--- config.mk ---
export PLATFORM = sky130hd
export DESIGN_NAME = retry_tracker
export DESIGN_NICKNAME = d
export VERILOG_FILES = /design/src/rtl/retry_tracker.sv
export SDC_FILE = /design/constraint.sdc
export NUM_CORES = 1
export LEC_CHECK = 0
export CORE_MARGIN = 4
export CORE_UTILIZATION = 23
export DETAILED_ROUTE_END_ITERATION = 8
export SYNTH_ARGS = -nofsm -noshare
export SYNTH_HDL_FRONTEND = slang
export SYNTH_SLANG_ARGS = --single-unit
--- constraint.sdc ---
create_clock -name clk -period 1.6 [get_ports clk]
set_input_delay 0.24 -clock clk [delete_from_list [all_inputs] [get_ports clk]]
set_output_delay 0.24 -clock clk [all_outputs]
set_load 0.02 [all_outputs]
--- src/rtl/retry_tracker.sv ---
// Counts consecutive disagreeing cycles and raises a sticky fatal flag.
// Assumes FATAL_LIMIT >= 1; the counter saturates at FATAL_LIMIT.
module retry_tracker #(
    parameter int FATAL_LIMIT = 16,
    localparam int CNT_W = $clog2(FATAL_LIMIT + 1)
) (
    input  logic             clk,
    input  logic             rst_n,
    input  logic             mismatch,
    output logic [CNT_W-1:0] cnt_q,
    output logic             fatal_q
);
    localparam logic [CNT_W-1:0] LIM   = CNT_W'(FATAL_LIMIT);
    localparam logic [CNT_W-1:0] LIM_M = CNT_W'(FATAL_LIMIT - 1);

    // Run-length counter of disagreeing cycles, cleared by any agreement.
    always_ff @(posedge clk) begin
        if (!rst_n)
            cnt_q <= '0;
        else if (!mismatch)
            cnt_q <= '0;
        else if (cnt_q != LIM)
            cnt_q <= cnt_q + 1'b1;
    end

    // Sticky fatal flag, set when the run reaches the limit.
    always_ff @(posedge clk) begin
        if (!rst_n)
            fatal_q <= 1'b0;
        else if (mismatch && (cnt_q >= LIM_M))
            fatal_q <= 1'b1;
    end


    cnt_clear_chk: assert property (@(posedge clk) disable iff (!rst_n)
        !mismatch |=> (cnt_q == '0));


    cnt_bound_chk: assert property (@(posedge clk) disable iff (!rst_n)
        cnt_q <= LIM);


    fatal_sticky_chk: assert property (@(posedge clk) disable iff (!rst_n)
        fatal_q |=> fatal_q);


    fatal_at_limit_chk: assert property (@(posedge clk) disable iff (!rst_n)
        (cnt_q == LIM) |-> fatal_q);
endmodule

==> summary.txt <==
STA
  • Crit path time final: 1.51 ns
  • Final Setup Violations: 0
  • Final hold slack: 0.531 ns
  • Max transition margin: 81.7%
  • Fin crit share: between 90% and 100%
  • Slew Viols, Final: 0
  • Fmax: about 0.66 GHz
  • Fin. Hold Viols: 0
  • Setup TNS: 0 ns
  • RSZ-0062 raised after global routing: no
  • Worst-case clock skew: 0.000301 ns
  • Worst-Margin Slew: 0.274 ns

Yosys
  • Area leader, netlist: dfxtp_1
  • Seq cells post-synth: 6
  • Post-Syn Area: between 300 and 400 um2
  • Synth Net Count: 41
  • Yosys cell types: 17
  • Top-area cell type share of the netlist area: 36.4%
  • Cell count after synthesis: 35
  • Synth warn: 0
  • Average size of a mapped cell: 9.44 um2
  • Sequential area share after synthesis: 36.4%
  • Largest cells by area after synthesis: dfxtp_1, ha_1, mux2i_1

Power and ir drop
  • Switching share of total power: 23.2%
  • Sw Pwr: 0.0000759 W
  • Clock power frac: a little over two fifths
  • Maximum VDD drop: 0.198 mV
  • Internal: 0.000251 W
  • P_leak: 0.232 nW
  • Seq pwr share: roughly 48%
  • Comb power frac: 8.2%
  • Pwr/cell area: 727 mW/mm2

Critical path
  • Setup crit end kind: output pin
  • CP max FO: 6
  • Critical Path AT: 1.27 ns
  • Worst r2r src: cnt_q[0]
  • Critical path's slowest cell: clkdlybuf4s50_1
  • Critical Path RT: 1.36 ns
  • Worst setup path startpoint: cnt_q[3]
  • Worst r2r path cells: 5
  • Critical path's largest stage delay: between 0.6 and 0.7 ns
  • Critical path depth: 1
  • R2r setup slk: 0.21 ns
  • Worst path cell trace: clkdlybuf4s50_1
  • Critical path's top delay family: buffers and inverters
  • WP buf/inv: 1
  • Startpoint types: flip-flop
  • R2R Path End: cnt_q[4]
  • Worst Path Class, Setup: flip-flop to output pin
  • Worst setup path endpoint: cnt_q[3]

Global routing
  • First-pass GRT wire length: ~1100 um
  • Total GRT Usage: 8.13%
  • Largest net degree at the start of global routing: 9
  • Vias in the first global route: around 250
  • Antenna violations before repair: 0
  • GR Overflow Total: 0

Worst hold path
  • Path category of the worst min-delay check: flip-flop to flip-flop

Clocking
  • Clock-pin slew on the worst setup and hold paths: 0.05 ns
  • Setup repair bufs after CTS: 0
  • CTS root buffer: clkbuf_4
  • Clk_lat worst skew: roughly 0.25 ns
  • CTS sink cnt: 6
  • H-tree Lvls: 1
  • CTS Hold Buffers Added: 0
  • CTS tree: yes
  • Max Root-Sink Buffers: 2
  • CTS buffer count: 3

Floorplan
  • DIE WIDTH: about 46 um
  • Starting Density: 24.8%
  • Die height: 45.9 um
  • DIE AREA: ~0.0021 mm2
  • Placeable Area: 0.00133 mm2
  • Row cnt: 13
  • Top Ports: 9

Drt
  • DR pass1 iterations: 2
  • DRC Markers: 0
  • DR vias: 277
  • Routed Antenna Nets: 0
  • DR vias/cell: 4.69
  • Drt first-iter violations: 3
  • Drt total wl: 661 um
  • Routed WL per cell: 11.2 um

Place
  • Global placement routability congestion: around 0.68
  • Hpwl dp: between 400 and 500 um
  • Dpl cells: 56
  • Port buffer count: 8

Run
  • Max-cap violations: 0

Finish
  • Syn-to-layout area delta: 36.0%
  • Fin cells: just under 60
  • # nets final: 52
  • Layout cells sized above 1: 13.6%
  • ANT cells: 0
  • Final Util: 33.7%
  • FILL cells: 146

Outcome
  • Outcome: finished clean
==> state kept, by name, summed over array words and instances (netlist names) <==
register	count
cnt_q	5
fatal_q	1
==> through the flow <==
step | total power [W] | setup WS, ns | cell area (um2)
6_report | 0.000326 | 0.0909 | 449
3_5_place_dp | 0.000187 | 0.227 | 419
5_1_grt | 0.000345 | 0.0291 | 449
3_3_place_gp | 0.000186 | 0.237 | 419
2_1_floorplan | 0.000176 | 0.188 | 330
4_1_cts | 0.000333 | 0.0142 | 442
==> synth_stat cells (all sizes together) <==
library cell  n
inv           4
clkbuf        2
nand2         1
o21ai         1
ha            3
nand4         1
xnor2         1
nand3         5
dfxtp         6
and4bb        1
nor3          2
mux2i         3
and3          1
a21oi         1
o21ba         1
nand3b        2
==> worst min path at each step <==
stage / slack (ns) / cells after the start / start / to
after global placement: 0.52 / 2 / cnt_q[3] / cnt_q[3]
after global routing: 0.58 / 2 / cnt_q[3] / cnt_q[3]
final: 0.53 / 2 / cnt_q[3] / cnt_q[3]
after floorplan: 0.53 / 3 / rst_n / fatal_q
after detailed placement: 0.54 / 2 / cnt_q[3] / cnt_q[3]
after CTS: 0.54 / 2 / cnt_q[3] / cnt_q[3]
==> tightest hold or removal path, delay by kind of cell (launching register included) <==
family	cells	cell delay (ns)
and+or+nand+nor	1	0.08
muxes	1	0.06
DFF	1	0.34
==> routing by layer <==
layer | part of all wire [%] | GRT usage [%]
met5 | 0 | 0
met4 | 3.8 | 8.52
met3 | 6.7 | 4.74
met2 | 41 | 9.34
met1 | 48 | 9.62
==> repair_timing <==
item	4_1_cts	5_1_grt
setup endpoints to repair	0	3
resized for setup	0	3
hold endpoints to repair	0	0
==> area by class of cell <==
type                    count  area, um2  area share [%]
well taps                  15       18.8            4.18
multi-input cells          23        185            41.2
flip-flops and latches      6        120            26.7
clock buffers               3       22.5            5.01
inverters                   4       15.0            3.34
repair buffers              8       87.6            19.5
==> cells by family (layout without fill, tap and decap cells) <==
family / count (synthesis) / count (layout) / synth area share [%]
and+or+nand+nor: 13 / 13 / 26.9
DFF: 6 / 6 / 36.4
buffers and inverters: 6 / 15 / 7.57
adders and majority gates: 3 / 3 / 11.4
AOI/OAI and AO/OA: 3 / 3 / 6.06
muxes: 3 / 3 / 9.09
xor gates and xnor gates: 1 / 1 / 2.65
==> placed cells by master (no fill, tap or decap), drive strengths merged <==
cell,count
a21oi,1
and3,1
and4bb,1
clkbuf,3
clkdlybuf4s50,5
dfxtp,6
dlymetal6s2s,3
ha,3
inv,4
mux2i,3
nand2,1
nand3,5
nand3b,2
nand4,1
nor3,2
o21ai,1
o21ba,1
xnor2,1
==> power by group through the flow <==
stage / Clock [W] / Combinational, W / Sequential, W
2_1_floorplan: 0 / 0.0000143 / 0.000161
3_3_place_gp: 0 / 0.0000273 / 0.000159
3_5_place_dp: 0 / 0.0000275 / 0.000159
4_1_cts: 0.000149 / 0.0000276 / 0.000157
5_1_grt: 0.000160 / 0.0000291 / 0.000157
6_report: 0.000143 / 0.0000268 / 0.000157
No activity file was read; power rests on OpenSTA's default activity.
